===== src/rtl/wadj_pkg.sv =====
package wadj_pkg;
  localparam int CMD_W = 4;

  typedef enum logic [2:0] {
    OP_NONE, OP_LOAD, OP_INC, OP_DEC, OP_ROR, OP_SHL
  } op_e;

  typedef struct packed {
    op_e  op;
    logic all_ch;
    logic repeatable;
  } dec_t;

  function automatic dec_t decode(input logic [CMD_W-1:0] c);
    dec_t d;
    d = '{op: OP_NONE, all_ch: 1'b0, repeatable: 1'b0};
    case (c)
      4'd4:  d = '{op: OP_ROR,  all_ch: 1'b0, repeatable: 1'b1};
      4'd5:  d = '{op: OP_ROR,  all_ch: 1'b1, repeatable: 1'b1};
      4'd6:  d = '{op: OP_DEC,  all_ch: 1'b0, repeatable: 1'b1};
      4'd7:  d = '{op: OP_DEC,  all_ch: 1'b1, repeatable: 1'b1};
      4'd11: d = '{op: OP_LOAD, all_ch: 1'b0, repeatable: 1'b0};
      4'd12: d = '{op: OP_SHL,  all_ch: 1'b0, repeatable: 1'b1};
      4'd13: d = '{op: OP_SHL,  all_ch: 1'b1, repeatable: 1'b1};
      4'd14: d = '{op: OP_INC,  all_ch: 1'b0, repeatable: 1'b1};
      4'd15: d = '{op: OP_INC,  all_ch: 1'b1, repeatable: 1'b1};
      default: d = '{op: OP_NONE, all_ch: 1'b0, repeatable: 1'b0};
    endcase
    return d;
  endfunction
endpackage


===== src/rtl/wadj_repeat.sv =====
module wadj_repeat #(
  parameter int CMD_W  = 4,
  parameter int ADDR_W = 4
) (
  input  logic              clk,
  input  logic              rst_n,
  input  logic              cmd_valid,
  input  logic [CMD_W-1:0]  cmd_code,
  input  logic [ADDR_W-1:0] cmd_addr,
  input  logic              cmd_repeatable,
  input  logic              cs_strobe,
  output logic              act_valid,
  output logic [CMD_W-1:0]  act_code,
  output logic [ADDR_W-1:0] act_addr
);
  logic              rep_valid_q, rep_valid_d;
  logic [CMD_W-1:0]  rep_code_q, rep_code_d;
  logic [ADDR_W-1:0] rep_addr_q, rep_addr_d;
  logic              rep_en;

  // a new command always wins over a bare strobe
  always_comb begin
    act_valid = 1'b0;
    act_code  = cmd_code;
    act_addr  = cmd_addr;
    if (cmd_valid) begin
      act_valid = 1'b1;
    end else if (cs_strobe && rep_valid_q) begin
      act_valid = 1'b1;
      act_code  = rep_code_q;
      act_addr  = rep_addr_q;
    end
  end

  always_comb begin
    rep_en      = cmd_valid;
    rep_valid_d = cmd_repeatable;
    rep_code_d  = cmd_code;
    rep_addr_d  = cmd_addr;
  end

  always_ff @(posedge clk or negedge rst_n) begin
    if (!rst_n) begin
      rep_valid_q <= 1'b0;
      rep_code_q  <= '0;
      rep_addr_q  <= '0;
    end else if (rep_en) begin
      rep_valid_q <= rep_valid_d;
      rep_code_q  <= rep_code_d;
      rep_addr_q  <= rep_addr_d;
    end
  end


  rep_clear_chk: assert property (@(posedge clk) disable iff (!rst_n)
    (cmd_valid && !cmd_repeatable) |=> !rep_valid_q);


  rep_hold_chk: assert property (@(posedge clk) disable iff (!rst_n)
    !cmd_valid |=> ($stable(rep_valid_q) && $stable(rep_code_q) && $stable(rep_addr_q)));
endmodule


===== src/rtl/wadj_lane.sv =====
module wadj_lane
  import wadj_pkg::*;
#(
  parameter int              CODE_W     = 10,
  parameter int              ADDR_W     = 4,
  parameter int              CH_IDX     = 0,
  parameter logic [CODE_W-1:0] RESET_CODE = 10'd512
) (
  input  logic              clk,
  input  logic              rst_n,
  input  logic              act_valid,
  input  op_e               act_op,
  input  logic              act_all,
  input  logic [ADDR_W-1:0] act_addr,
  input  logic [CODE_W-1:0] act_data,
  output logic [CODE_W-1:0] code
);
  localparam logic [CODE_W-1:0] FULL = {CODE_W{1'b1}};
  localparam logic [CODE_W-1:0] ONE  = CODE_W'(1);

  logic [CODE_W-1:0] code_q, code_d;
  logic              hit, en;

  always_comb begin
    hit = act_all || (act_addr == ADDR_W'(CH_IDX));
    en  = act_valid && (act_op != OP_NONE) && hit;
  end

  always_comb begin
    code_d = code_q;
    case (act_op)
      OP_LOAD: code_d = act_data;
      OP_INC:  code_d = (code_q == FULL) ? FULL : code_q + ONE;
      OP_DEC:  code_d = (code_q == '0) ? '0 : code_q - ONE;
      OP_ROR:  code_d = {code_q[0], code_q[CODE_W-1:1]};
      OP_SHL:  code_d = code_q[CODE_W-1] ? FULL : {code_q[CODE_W-2:0], 1'b1};
      default: code_d = code_q;
    endcase
  end

  always_ff @(posedge clk or negedge rst_n) begin
    if (!rst_n) code_q <= RESET_CODE;
    else if (en) code_q <= code_d;
  end

  assign code = code_q;


  idle_stable_chk: assert property (@(posedge clk) disable iff (!rst_n)
    !en |=> $stable(code_q));


  inc_sat_chk: assert property (@(posedge clk) disable iff (!rst_n)
    (en && act_op == OP_INC && code_q == FULL) |=> code_q == FULL);


  dec_floor_chk: assert property (@(posedge clk) disable iff (!rst_n)
    (en && act_op == OP_DEC && code_q == '0) |=> code_q == '0);


  ror_wrap_chk: assert property (@(posedge clk) disable iff (!rst_n)
    (en && act_op == OP_ROR) |=> code_q[CODE_W-1] == $past(code_q[0]));


  shl_sat_chk: assert property (@(posedge clk) disable iff (!rst_n)
    (en && act_op == OP_SHL && code_q[CODE_W-1]) |=> code_q == FULL);
endmodule


===== src/rtl/wiper_adjust_unit.sv =====
module wiper_adjust_unit
  import wadj_pkg::*;
#(
  parameter int                CODE_W     = 10,
  parameter int                ADDR_W     = 4,
  parameter logic [CODE_W-1:0] RESET_CODE = 10'd512
) (
  input  logic              clk,
  input  logic              rst_n,
  input  logic              cmd_valid,
  input  logic [3:0]        cmd_code,
  input  logic [ADDR_W-1:0] cmd_addr,
  input  logic [CODE_W-1:0] cmd_data,
  input  logic              cs_strobe,
  output logic [CODE_W-1:0] wiper0,
  output logic [CODE_W-1:0] wiper1
);
  localparam int NUM_CH = 2;

  logic              act_valid;
  logic [CMD_W-1:0]  act_code;
  logic [ADDR_W-1:0] act_addr;
  dec_t              new_dec, act_dec;
  logic [CODE_W-1:0] lane_code [NUM_CH];

  always_comb begin
    new_dec = decode(cmd_code);
    act_dec = decode(act_code);
  end

  wadj_repeat #(.CMD_W(CMD_W), .ADDR_W(ADDR_W)) u_repeat (
    .clk            (clk),
    .rst_n          (rst_n),
    .cmd_valid      (cmd_valid),
    .cmd_code       (cmd_code),
    .cmd_addr       (cmd_addr),
    .cmd_repeatable (new_dec.repeatable),
    .cs_strobe      (cs_strobe),
    .act_valid      (act_valid),
    .act_code       (act_code),
    .act_addr       (act_addr)
  );

  for (genvar ch = 0; ch < NUM_CH; ch++) begin : g_lane
    wadj_lane #(
      .CODE_W(CODE_W), .ADDR_W(ADDR_W), .CH_IDX(ch), .RESET_CODE(RESET_CODE)
    ) u_lane (
      .clk       (clk),
      .rst_n     (rst_n),
      .act_valid (act_valid),
      .act_op    (act_dec.op),
      .act_all   (act_dec.all_ch),
      .act_addr  (act_addr),
      .act_data  (cmd_data),
      .code      (lane_code[ch])
    );
  end

  assign wiper0 = lane_code[0];
  assign wiper1 = lane_code[1];


  dual_strobe_chk: assert property (@(posedge clk) disable iff (!rst_n)
    (cmd_valid && cs_strobe) |-> (act_code == cmd_code && act_addr == cmd_addr));
endmodule


===== config.mk =====
export PLATFORM = sky130hd
export DESIGN_NAME = wiper_adjust_unit
export DESIGN_NICKNAME = d
export VERILOG_FILES = /design/src/rtl/wadj_pkg.sv /design/src/rtl/wadj_repeat.sv /design/src/rtl/wadj_lane.sv /design/src/rtl/wiper_adjust_unit.sv
export SDC_FILE = /design/constraint.sdc
export NUM_CORES = 1
export LEC_CHECK = 0
export BUFFER_PORTS_ARGS = -buffer_cell sky130_fd_sc_hd__buf_2
export CORE_ASPECT_RATIO = 0.5
export CORE_MARGIN = 2
export CORE_UTILIZATION = 56
export DETAILED_ROUTE_END_ITERATION = 10
export PLACE_DENSITY = 0.76
export SYNTH_ARGS = -nofsm -noshare
export SYNTH_HDL_FRONTEND = slang
export SYNTH_SLANG_ARGS = --single-unit

===== constraint.sdc =====
create_clock -name clk -period 3.9 [get_ports clk]
set_input_delay 0.585 -clock clk [delete_from_list [all_inputs] [get_ports clk]]
set_output_delay 0.585 -clock clk [all_outputs]
set_load 0.01 [all_outputs]

Word-level counts from Yosys, hierarchy flattened
Memory sizes are Yosys's and may differ from the RTL's. A register that Yosys moved wholly into a read port is not among the register bits.
Index checks and enable logic that the tools add are counted.
{ "totals": {"ff_bits": 28, "rom_bits": 160, "input_bits": 22, "word_cells": 46, "memories": 2} }
{ "mem_list": {"columns": ["name", "words", "word_bits", "read_ports", "rd_ports_with_merged_regs", "write_ports", "line", "source"], "rows": [
  ["(name not given)", 16, 5, 1, 1, 0, "wadj_pkg.sv:17", "case (c)"],
  ["(name not given)", 16, 5, 1, 0, 0, "wadj_pkg.sv:17", null]
]} }
{ "classes": {"addsub": 4, "n_eq_ne": 8, "n_mux": 14, "n_reduce_logical": 14} }
{ "ops": {"columns": ["operator", "n"], "rows": [
  ["$pmux W10 S5", 2],
  ["$mux W10", 6],
  ["$add A10 B1 Y10 const B", 2],
  ["$eq A10 B10 Y1 const B", 2],
  ["$logic_not A10 Y1", 2],
  ["$sub A10 B1 Y10 const B", 2],
  ["$mux W4", 4],
  ["$eq A3 B2 Y1 const B", 2],
  ["$eq A3 B3 Y1 const B", 2],
  ["$reduce_bool A5 Y1", 1],
  ["$eq A4 B1 Y1 const B", 1],
  ["$logic_and A1 B1 Y1", 4],
  ["$logic_not A4 Y1", 1],
  ["$reduce_and A2 Y1", 2],
  ["$eq A3 B1 Y1 const B", 1],
  ["$reduce_bool A3 Y1", 1],
  ["$logic_or A1 B1 Y1", 2],
  ["$mux W1", 2],
  ["$logic_not A1 Y1", 1]
]} }

Logic depth before layout (Yosys ltp)
Gate-level depths: netlist of the first run.
An unclocked memory read counts as a cell.
{ "logic_depth": {"word_depth": 8, "depth_mapped": 10, "ltp_nobuf": 8} }

Cells and area by module
Synthesis of the first run repeated with hierarchy kept, for this count alone.
{ "unflattened": {"hier_cells": 377, "hier_area_um2": 3060.4} }
{ "by_module_without_submodules": {"columns": ["module", "n_inst", "cells_each", "area_each_um2", "seq_area_each_um2"], "rows": [
  ["wadj_lane (g_lane[0].u_lane)", 1, 171, 1305.0, 251.5],
  ["wadj_lane (g_lane[1].u_lane)", 1, 170, 1261.2, 251.5],
  ["wadj_repeat", 1, 29, 450.4, 225.2],
  ["wiper_adjust_unit", 1, 7, 43.8, 0.0]
]} }

Worst setup path before layout of the first run
OpenSTA, ideal clock, no wires.
{ "synth_path": {"path_type": "reg-to-reg", "from": "reg g_lane[0].u_lane.code_q[0]", "to": "reg g_lane[0].u_lane.code_q[1]", "t_arrival_ns": 1.912, "required_ns": 3.762, "path_slack_ns": 1.850, "path_stages_with_launch": 10, "period_less_slack_ns": 2.050, "cell_sequence": "dfrtp_1 clkbuf_1 inv_1 ha_1 nor3b_2 nand3_1 o21ai_2 o32ai_1 a2111oi_0 a21oi_1"} }
{ "synth_via": {"elab_chain_len": 3} }
{ "synth_rtl": {"columns": ["element", "line", "source"], "rows": [
  ["from (decl)", "wadj_lane.sv:21", "logic [CODE_W-1:0] code_q, code_d;"],
  ["from (signal assigned)", "wadj_lane.sv:43", "else if (en) code_q <= code_d;"],
  ["$sub A10 B1 Y10 (tied with other cells)", "wadj_lane.sv:34", "OP_DEC: code_d = (code_q == '0) ? '0 : code_q - ONE;"],
  ["$mux W10 (on tied branches)", "wadj_lane.sv:34, wadj_lane.sv:33", null],
  ["$pmux W10 S5 (*)", "wadj_lane.sv:31", "case (act_op)"]
]} }
Mark *: on every way between the ends. The rest lies on a longest branch, timed or not.
A chain may end at the register's enable or synchronous reset.

Final worst setup path of the first run
Ends and elaborated chain as after synthesis.

==> results of run 1 <==
-- power by group through the flow --
stage | registers (mW) | logic, mW | clock network [mW]
floorplan | 0.499 | 0.594 | 0
global placement | 0.636 | 0.623 | 0
detailed placement | 0.642 | 0.642 | 0
CTS | 0.636 | 0.645 | 0.249
global route | 0.668 | 0.725 | 0.256
finish | 0.645 | 0.651 | 0.246
-- cell usage in the layout, fill, tap and decap left out, drive strengths merged, types with 10 or more instances in the layout --
master	n
nor2	30
inv	10
buf	41
a21oi	22
mux2	11
o21ai	49
nor3	24
dfrtp	26
nand2	31
nand3	16
-- metal layers --
layer / routed length, um / share of wire, % / vias up / track usage, %
met5: 0 / 0 / - / 0
met4: 72 / 0.94 / 0 / 5.78
met3: 716 / 9.3 / 8 / 5.28
met2: 3430 / 45 / 151 / 48.5
met1: 3460 / 45 / 1378 / 43.7
li1: - / - / 1352 / -
-- cell type report --
cell class                 count  share of cell area [%]
multi-input combinational    288                    62.3
sequential                    28                    24.1
timing repair buffer          41                    7.04
tap                           66                    2.83
clock buffer                   3                    1.42
inverter                      10                    1.29
clock inverter                 1                    1.03
-- per-stage QoR --
step	power, mW	hold WS (ns)	std cells	instance area [um^2]
CTS	1.53	0.340	437	2920
detailed placement	1.28	0.515	433	2850
finish	1.54	0.313	437	2920
global placement	1.26	0.517	433	2850
floorplan	1.09	0.289	357	2720
global route	1.65	0.372	437	2920
-- worst max-delay path, cell delays in order, from the launching register on --
cell and delay, ns:
dfrtp_1 0.53, inv_1 0.14, ha_1 0.20, nor3b_2 0.34
nand3_1 0.16, o21ai_2 0.50, o32ai_1 0.18, a2111oi_0 0.38
a21oi_1 0.07
-- flip-flops by register name, indices dropped and copies added (netlist names) --
name,cells
u_repeat.rep_code_q,3
g_lane.u_lane.code,20
u_repeat.rep_addr_q,4
u_repeat.rep_valid_q,1
-- Yosys cell counts, types with 2 or more instances --
library cell	number	area share, %
o21ai_0	42	7.7
nand2_1	31	4.3
nor2_1	29	4.0
dfrtp_1	26	24
nor3_1	24	4.4
a21oi_1	21	3.9
clkbuf_1	16	2.2
nand3_1	16	2.9
mux2_2	11	4.6
inv_1	10	1.4
buf_2	8	1.5
nand2b_1	6	1.4
o211ai_1	6	1.7
xnor2_1	6	1.9
buf_4	5	1.4
nor4_1	5	1.2
o21ai_1	5	0.92
a21o_1	4	1.1
a31oi_1	4	0.92
ha_1	4	1.8
mux2i_1	4	1.5
nor4b_1	4	1.3
and2_1	3	0.69
and3_1	3	0.69
and4_1	3	0.97
nand4_1	3	0.69
nor3b_1	3	0.83
o21a_1	3	0.83
o32ai_1	3	0.97
a2111oi_0	2	0.64
a211oi_1	2	0.55
a22oi_1	2	0.55
a32oi_1	2	0.64
and4b_1	2	0.74
buf_6	2	0.83
dfstp_2	2	1.9
nand3b_1	2	0.55
o2111ai_1	2	0.64
o21ai_2	2	0.64
o22ai_1	2	0.46
o31ai_1	2	0.55
xor2_1	2	0.64
-- kinds of logic (layout without fill, tap and decap cells) --
kind of cell | after synthesis | count (layout) | share of synthesized area (%)
compound gates | 116 | 116 | 26.8
xor+xnor | 8 | 8 | 2.58
fa+ha+maj | 4 | 4 | 1.84
buf+inv | 41 | 55 | 7.27
flops | 28 | 28 | 25.9
mux | 16 | 16 | 6.86
simple gates | 144 | 144 | 28.8
-- how the worst min path moves through the flow --
stage               cells after the start  slack (ns)                        to
floorplan                               0        0.29  g_lane[0].u_lane.code[0]
global placement                        1        0.52    u_repeat.rep_addr_q[0]
detailed placement                      1        0.52    u_repeat.rep_code_q[0]
CTS                                     1        0.34  g_lane[1].u_lane.code[1]
global route                            1        0.37  g_lane[0].u_lane.code[8]
finish                                  1        0.31  g_lane[0].u_lane.code[8]
==> metrics.md, run 1 <==
| Metric | Value |
|---|---|
| FF-to-FF path depth | `8` |
| # rows | `17` |
| VDD IR max | `219 uV` |
| Max Slew Vio Count | `0` |
| Area of the mapped netlist | `0.00272 mm^2` |
| Status | `finished clean` |
| Setup_tns | `0 ns` |
| Unique masters post-synth | `65` |
| CP Capture Point | `g_lane[0].u_lane.code[1]` |
| Antenna-violating nets left | `0` |
| Die Footprint | `0.00546 mm^2` |
| Clk sinks | `28` |
| Register area share after synthesis | `25.9%` |
| R2R Setup Slk | `1.28 ns` |
| Setup CP Type | `register to register` |
| Slew margin rel. | `29.4%` |
| Crit path max fanout | `14` |
| Largest net degree at the start of global routing | `29` |
| Min cycle time layout | `2.62 ns` |
| Static leakage | `1.16 nW` |
| Chip Width | `103 um` |
| CTS Buf Count | `3` |
| # DRC | `0` |
| CP Data Required Time | `4.07 ns` |
| Critical path endpoint category | `register` |
| DP Worst Slack | `1.16 ns` |
| # fillers | `443` |
| Share of post-route cells with drive strength above 1 | `19.1%` |
| Startpoint Class | `register` |
| Height of the die | `53.3 um` |
| Fin crit share | `67.2%` |
| Comb power frac | `42.2%` |
| Initial Utilization | `60.0%` |
| H-tree depth | `1` |
| Max-cap violation count | `0` |
| RR Startpoint | `g_lane[0].u_lane.code[0]` |
| TritonRoute pass-1 iters | `5` |
| Post-CTS Setup Inserts | `0` |
| Clk pwr share | `16.0%` |
| Avg Vias per Cell | `6.61` |
| Cell Pwr Density | `529 mW/mm^2` |
| Multi-input logic area | `0.00182 mm^2` |
| CP startpoint | `g_lane[0].u_lane.code[0]` |
| Fin nets | `398` |
| Core ar. | `0.00453 mm^2` |
| Register area | `703 um^2` |
| Ports | `42` |
| Prevailing post-synth register cell | `dfrtp_1` |
| Setup Skew | `0.00305 ns` |
| Average wire per standard cell | `17.6 um` |
| Cell count after synthesis | `357` |
| Yosys warnings | `0` |
| Final hold vios | `0` |
| Ys async rst share | `100%` |
| Grt ovf | `0` |
| Synthesized flop and latch total | `28` |
| Area Overhead vs Synth | `7.32%` |
| DRT iter0 DRCs | `230` |
| First-pass GRT wire length | `12.7 mm` |
| Wirelength, routed | `7.67 mm` |
| CTS tree | `done` |
| Port Buffers | `41` |
| Mapped Nets | `383` |
| RSZ-0062 raised after global routing | `false` |
| Initial antenna violation count | `0` |
| Post-DP HPWL | `5.50 mm` |
| Switching part of the total power | `48.1%` |
| Root buf cell | `clkbuf_8` |
| Hold WC Path Type | `primary input to asynchronous set/reset pin` |
| Clk buf depth | `2` |
| Int Power | `0.801 mW` |
| P_sw | `0.741 mW` |
| Gr usage total | `30.4%` |
| Slack of the critical path | `1.28 ns` |
| Vias in the first global route | `2,535` |
| Hold_buf cts | `0` |
| Setup violations, final | `0` |
| Max Clk Rate | `0.382 GHz` |
| Antenna cell count | `0` |
| EDFF count, synth | `0` |
| Worst r2r dst | `g_lane[0].u_lane.code[1]` |
| Flop pwr share | `41.8%` |
| Fin util | `64.4%` |
| Total number of vias | `2,889` |
| Clk slew on worst S/H paths | `0.11 ns` |
| Synth Area per Inst | `7.61 um^2` |
| Slew at the pin closest to its max-slew limit | `1.03 ns` |
| Clock latency on the worst-skew pair | `0.29 ns` |
| CP Data Arrival Time | `2.79 ns` |
| GP Congestion | `0.900` |
| Post-cts resize count | `0` |
No activity file was read; power rests on OpenSTA's default activity.
==> run 2, diff against run 1 <==
--- a/config.mk
+++ b/config.mk
@@ -8,9 +8,9 @@
 export BUFFER_PORTS_ARGS = -buffer_cell sky130_fd_sc_hd__buf_2
 export CORE_ASPECT_RATIO = 0.5
 export CORE_MARGIN = 2
-export CORE_UTILIZATION = 56
+export CORE_UTILIZATION = 52
 export DETAILED_ROUTE_END_ITERATION = 10
-export PLACE_DENSITY = 0.76
+export PLACE_DENSITY = 0.74
 export SYNTH_ARGS = -nofsm -noshare
 export SYNTH_HDL_FRONTEND = slang
 export SYNTH_SLANG_ARGS = --single-unit
==> constraint.sdc (replaced) <==
create_clock -name clk -period 2.3 [get_ports clk]
set_input_delay 0.345 -clock clk [delete_from_list [all_inputs] [get_ports clk]]
set_output_delay 0.345 -clock clk [all_outputs]
set_load 0.01 [all_outputs]
==> metrics.md, run 2 (synthesis results as in run 1) <==
| Metric | Value |
|---|---|
| Status | `finished clean (unchanged)` |
| Antenna-violating nets left | `0 (unchanged)` |
| Hold_buf cts | `0 (unchanged)` |
| Clk slew on worst S/H paths | `0.11 ns (about the same)` |
| Post-Place Cell Area | `0.00301 mm^2 (was 0.00285 mm^2)` |
| Port Buffers | `41 (unchanged)` |
| Fin util | `62.0% (was 64.4%)` |
| Fin nets | `419 (was 398)` |
| RR Startpoint | `g_lane[0].u_lane.code[1] (was g_lane[0].u_lane.code[0])` |
| Post-cts resize count | `0 (unchanged)` |
| # fillers | `451 (was 443)` |
| Clk sinks | `28 (unchanged)` |
| Root buf cell | `clkbuf_8 (unchanged)` |
| Grt ovf | `0 (unchanged)` |
| Max-cap violation count | `0 (unchanged)` |
| Vias in the first global route | `2,718 (was 2,535)` |
| Slew at the pin closest to its max-slew limit | `0.684 ns (was 1.03 ns)` |
| GP Congestion | `0.987 (was 0.900)` |
| Ports | `42 (unchanged)` |
| Wirelength, routed | `8.20 mm (was 7.67 mm)` |
| Slack of the critical path | `0.221 ns (was 1.28 ns)` |
| Max Clk Rate | `0.481 GHz (was 0.382 GHz)` |
| CP startpoint | `g_lane[0].u_lane.code[1] (was g_lane[0].u_lane.code[0])` |
| Total number of vias | `3,008 (was 2,889)` |
| Avg Vias per Cell | `6.51 (was 6.61)` |
| Initial antenna violation count | `0 (unchanged)` |
| Average wire per standard cell | `17.7 um (was 17.6 um)` |
| RSZ-0062 raised after global routing | `false (unchanged)` |
| # DRC | `0 (unchanged)` |
| Setup_tns | `0 ns (unchanged)` |
| Cell Pwr Density | `908 mW/mm^2 (was 529 mW/mm^2)` |
| CTS tree | `done (unchanged)` |
| Max reg flops | `20 (unchanged)` |
| Setup CP Type | `register to register (unchanged)` |
| Core ar. | `0.00498 mm^2 (was 0.00453 mm^2)` |
| Post-DP HPWL | `5.88 mm (was 5.50 mm)` |
| Crit path max fanout | `13 (was 14)` |
| Max Slew Vio Count | `0 (unchanged)` |
| Clock latency on the worst-skew pair | `0.29 ns (about the same)` |
| DP Worst Slack | `0.119 ns (was 1.16 ns)` |
| Die Footprint | `0.00586 mm^2 (was 0.00546 mm^2)` |
| Startpoint Class | `register (unchanged)` |
| Slew margin rel. | `54.4% (was 29.4%)` |
| CP Data Required Time | `2.47 ns (was 4.07 ns)` |
| Commonest non-fill, non-tap cell in the layout | `o21ai_0 (unchanged)` |
| H-tree depth | `1 (unchanged)` |
| Gr usage total | `29.4% (was 30.4%)` |
| Post-CTS Setup Inserts | `0 (unchanged)` |
| # rows | `18 (was 17)` |
| Critical path endpoint category | `register (unchanged)` |
| Height of the die | `55.1 um (was 53.3 um)` |
| Most frequent cells in the layout | `o21ai_0, buf_2, nand2_1 (unchanged)` |
| Static leakage | `1.26 nW (was 1.16 nW)` |
| Largest net degree at the start of global routing | `29 (unchanged)` |
| First-pass GRT wire length | `13.3 mm (was 12.7 mm)` |
| CP Data Arrival Time | `2.25 ns (was 2.79 ns)` |
| Antenna cell count | `0 (unchanged)` |
| Setup Skew | `0.00515 ns (was 0.00305 ns)` |
| Clk buf depth | `2 (unchanged)` |
| Min cycle time layout | `2.08 ns (was 2.62 ns)` |
| Area Overhead vs Synth | `13.6% (was 7.32%)` |
| Setup violations, final | `0 (unchanged)` |
| Final hold vios | `0 (unchanged)` |
| TritonRoute pass-1 iters | `5 (unchanged)` |
| CTS Buf Count | `3 (unchanged)` |
| Chip Width | `106 um (was 103 um)` |
| Hold WC Path Type | `primary input to asynchronous set/reset pin (unchanged)` |
| VDD IR max | `466 uV (was 219 uV)` |
| Fin crit share | `90.4% (was 67.2%)` |
| Share of post-route cells with drive strength above 1 | `24.0% (was 19.1%)` |
| Initial Utilization | `54.6% (was 60.0%)` |
| DRT iter0 DRCs | `350 (was 230)` |
| Final instance area | `0.00309 mm^2 (was 0.00292 mm^2)` |
-- run 2: cell types whose count changed in the layout (fill, tap and decap cells not counted) --
cell     previous run  this run
buf_4               0        21
nor3_1             24        23
nor3_2              0         1
o21ai_1             5         4
o21ai_2             2         3
-- run 2: layer usage --
layer,track usage (%),wire length [um],share of wire [%],vias to the layer above
li1,-,-,-,1398
met1,41.6,3710,45,1403
met2,47.0,3600,44,192
met3,4.57,808,9.9,15
met4,8.99,75,0.92,0
met5,0,0,0,-
-- run 2: per-stage QoR --
step                      power [mW]  std cells  hold WS, ns
after CTS                       2.77        462        0.109
after global routing            3.00        462        0.123
after floorplan                 1.85        357       0.0494
after global placement          2.31        458        0.420
final                           2.80        462       0.0796
after detailed placement        2.35        458        0.428
-- run 2: final cells by class --
| type | instances | area [um^2] | area share [%] |
|---|---|---|---|
| multi-input cells | 288 | 1830 | 59.1 |
| flip-flops and latches | 28 | 703 | 22.8 |
| repair buffers | 62 | 363 | 11.8 |
| well taps | 70 | 87.6 | 2.84 |
| clock buffers | 3 | 41.3 | 1.34 |
| inverters | 10 | 37.5 | 1.22 |
| clock inverters | 1 | 30.0 | 0.972 |
-- run 2: final timing paths --
check	endpoint	slack, ns	cells after the start
worst max-delay path	g_lane[0].u_lane.code[5]	0.22	9
min in group clk	u_repeat.rep_addr_q[3]	0.31	2
worst min register to register	u_repeat.rep_code_q[0]	0.54	1
worst max register to register	g_lane[0].u_lane.code[5]	0.22	9
max in group asynchronous	g_lane[1].u_lane.code[1]	1.78	1
worst min-delay path	u_repeat.rep_addr_q[3]	0.08	1
-- run 2: worst max-delay path, stage by stage, from the launching register on --
cell,delay [ns]
dfrtp_1,0.48
inv_1,0.16
ha_1,0.21
nor3b_2,0.22
nand3_1,0.14
o21ai_2,0.16
buf_4,0.21
o2111ai_1,0.17
a21oi_1,0.14
o21ai_0,0.08
-- run 2: where the power goes --
part	internal, mW	switching, mW	total [mW]
clock	0.234	0.185	0.418
sequential	0.645	0.239	0.884
combinational	0.603	0.899	1.50
total	1.48	1.32	2.80
==> run 3, diff against run 2 <==
--- a/config.mk
+++ b/config.mk
@@ -10,7 +10,9 @@
 export CORE_MARGIN = 2
 export CORE_UTILIZATION = 52
 export DETAILED_ROUTE_END_ITERATION = 10
+export MAX_ROUTING_LAYER = met4
 export PLACE_DENSITY = 0.74
+export RECOVER_POWER = 25
 export SYNTH_ARGS = -nofsm -noshare
 export SYNTH_HDL_FRONTEND = slang
 export SYNTH_SLANG_ARGS = --single-unit
==> metrics.md, run 3 (synthesis results as in run 1) <==
| Metric | Value |
|---|---|
| GP Congestion | `0.983 (was 0.987)` |
| Slew at the pin closest to its max-slew limit | `1.61 ns (was 0.684 ns)` |
| Hold WC Path Type | `primary input to register (was primary input to asynchronous set/reset pin)` |
| Flop pwr share | `32.7% (was 31.5%)` |
| Startpoint Class | `register (unchanged)` |
| Height of the die | `55.1 um (unchanged)` |
| # rows | `18 (unchanged)` |
| Initial antenna violation count | `0 (unchanged)` |
| Crit path max fanout | `12 (was 13)` |
| Max-cap violation count | `1 (was 0)` |
| Commonest non-fill, non-tap cell in the layout | `o21ai_0 (unchanged)` |
| Clk sinks | `28 (unchanged)` |
| # DRC | `0 (unchanged)` |
| CTS tree | `done (unchanged)` |
| Total power | `2.68 mW (was 2.80 mW)` |
| Wirelength, routed | `8.21 mm (was 8.20 mm)` |
| TritonRoute pass-1 iters | `5 (unchanged)` |
| Area Overhead vs Synth | `12.6% (was 13.6%)` |
| Fin crit share | `90.9% (was 90.4%)` |
| Grt ovf | `0 (unchanged)` |
| RSZ-0062 raised after global routing | `false (unchanged)` |
| Cell Pwr Density | `875 mW/mm^2 (was 908 mW/mm^2)` |
| Max Clk Rate | `0.478 GHz (was 0.481 GHz)` |
| Max reg flops | `20 (unchanged)` |
| Fin util | `61.5% (was 62.0%)` |
| Die Footprint | `0.00586 mm^2 (unchanged)` |
| Initial Utilization | `54.6% (unchanged)` |
| R2R Setup Slk | `0.21 ns (was 0.22 ns)` |
| Min cycle time layout | `2.09 ns (was 2.08 ns)` |
| Int Power | `1.38 mW (was 1.48 mW)` |
| Root buf cell | `clkbuf_8 (unchanged)` |
| Post-Place Cell Area | `0.00302 mm^2 (was 0.00301 mm^2)` |
| VDD IR max | `515 uV (was 466 uV)` |
| Vias in the first global route | `2,673 (was 2,718)` |
| Status | `finished with violations (was finished clean)` |
| Gr usage total | `30.3% (was 29.4%)` |
| Final hold vios | `0 (unchanged)` |
| Post-CTS Setup Inserts | `0 (unchanged)` |
| DRT iter0 DRCs | `321 (was 350)` |
| Ports | `42 (unchanged)` |
| Setup_tns | `0 ns (unchanged)` |
| CP Data Required Time | `2.45 ns (was 2.47 ns)` |
| Port Buffers | `41 (unchanged)` |
| Largest net degree at the start of global routing | `29 (unchanged)` |
| Setup violations, final | `0 (unchanged)` |
| CP Data Arrival Time | `2.24 ns (was 2.25 ns)` |
| Most frequent cells in the layout | `o21ai_0, buf_2, nand2_1 (unchanged)` |
| Clk buf depth | `2 (unchanged)` |
| Setup CP Type | `register to register (unchanged)` |
| Clk pwr share | `10.7% (was 14.9%)` |
| Static leakage | `1.25 nW (was 1.26 nW)` |
| # fillers | `437 (was 451)` |
| CTS Buf Count | `3 (unchanged)` |
| Antenna cell count | `0 (unchanged)` |
| Antenna-violating nets left | `0 (unchanged)` |
| Switching part of the total power | `48.6% (was 47.2%)` |
| Final instance area | `0.00306 mm^2 (was 0.00309 mm^2)` |
| Setup Skew | `0.0115 ns (was 0.00515 ns)` |
| Comb power frac | `56.5% (was 53.6%)` |
| Share of post-route cells with drive strength above 1 | `23.5% (was 24.0%)` |
| Fin nets | `420 (was 419)` |
| Chip Width | `106 um (unchanged)` |
| Core ar. | `0.00498 mm^2 (unchanged)` |
| Avg Vias per Cell | `6.40 (was 6.51)` |
| Critical path endpoint category | `register (unchanged)` |
| Average wire per standard cell | `17.8 um (was 17.7 um)` |
| H-tree depth | `1 (unchanged)` |
| Post-DP HPWL | `5.96 mm (was 5.88 mm)` |
| Max Slew Vio Count | `29 (was 0)` |
| Failing checks | `capacitance limit, slew limit` |
| Clk slew on worst S/H paths | `0.11 ns (about the same)` |
| Clock latency on the worst-skew pair | `0.29 ns (about the same)` |
| P_sw | `1.30 mW (was 1.32 mW)` |
| First-pass GRT wire length | `13.4 mm (was 13.3 mm)` |
| Total number of vias | `2,955 (was 3,008)` |
| Slew margin rel. | `-7.46% (was 54.4%)` |
==> run 3: worst paths after layout <==
check | startpoint | to | depth (start not counted)
max | g_lane[1].u_lane.code[1] | g_lane[1].u_lane.code[5] | 7
min | cmd_addr[3] | u_repeat.rep_addr_q[3] | 2
max reg2reg | g_lane[1].u_lane.code[1] | g_lane[1].u_lane.code[5] | 7
min reg2reg | u_repeat.rep_code_q[0] | u_repeat.rep_code_q[0] | 1
max in group asynchronous | rst_n | g_lane[1].u_lane.code[4] | 1
min in group asynchronous | rst_n | u_repeat.rep_code_q[1] | 1
==> run 3: through the flow <==
step,hold WS (ns),instances,worst slack [ns]
detailed placement,0.424,459,0.103
finish,0.331,462,0.210
CTS,0.108,462,0.0478
floorplan,0.0494,357,0.250
global placement,0.417,459,0.206
global route,0.325,462,0.0176
==> run 3: area by class of cell <==
class,count,area [um^2],area share [%]
Multi-Input combinational cell,288,1820,59.5
Sequential cell,28,703,23.0
Timing Repair Buffer,63,369,12.1
Tap cell,70,87.6,2.86
Clock buffer,3,41.3,1.35
Inverter,10,37.5,1.23
==> run 3: critical path, stage by stage (launching register included) <==
cell and delay [ns]:
dfrtp_1 0.40, inv_1 0.10, ha_1 0.26, nand3_1 0.21, o21ai_2 0.49, o32ai_1 0.19
nor3b_1 0.22, o21ai_1 0.08
==> run 3: what timing repair did <==
action | in CTS | in global routing
setup endpoints to repair | 0 | 9
hold buffers | 0 | 0
resized for setup | 0 | 1
==> run 3: layer usage <==
layer | wire length (um) | part of all wire [%] | global-route usage (%) | vias up
met3 | 722 | 8.8 | 5.74 | 18
met2 | 3620 | 44 | 48.1 | 168
met4 | 107 | 1.3 | 9.21 | 0
li1 | - | - | - | 1395
met1 | 3760 | 46 | 40.4 | 1374
met5 | 0 | 0 | - | -
==> run 3: power by group through the flow <==
stage	clock (mW)	sequential [mW]	combinational, mW
2_1_floorplan	0	0.846	1.01
4_1_cts	0.293	0.867	1.49
5_1_grt	0.314	0.906	1.65
3_5_place_dp	0	0.877	1.48
6_report	0.288	0.876	1.51
3_3_place_gp	0	0.867	1.45
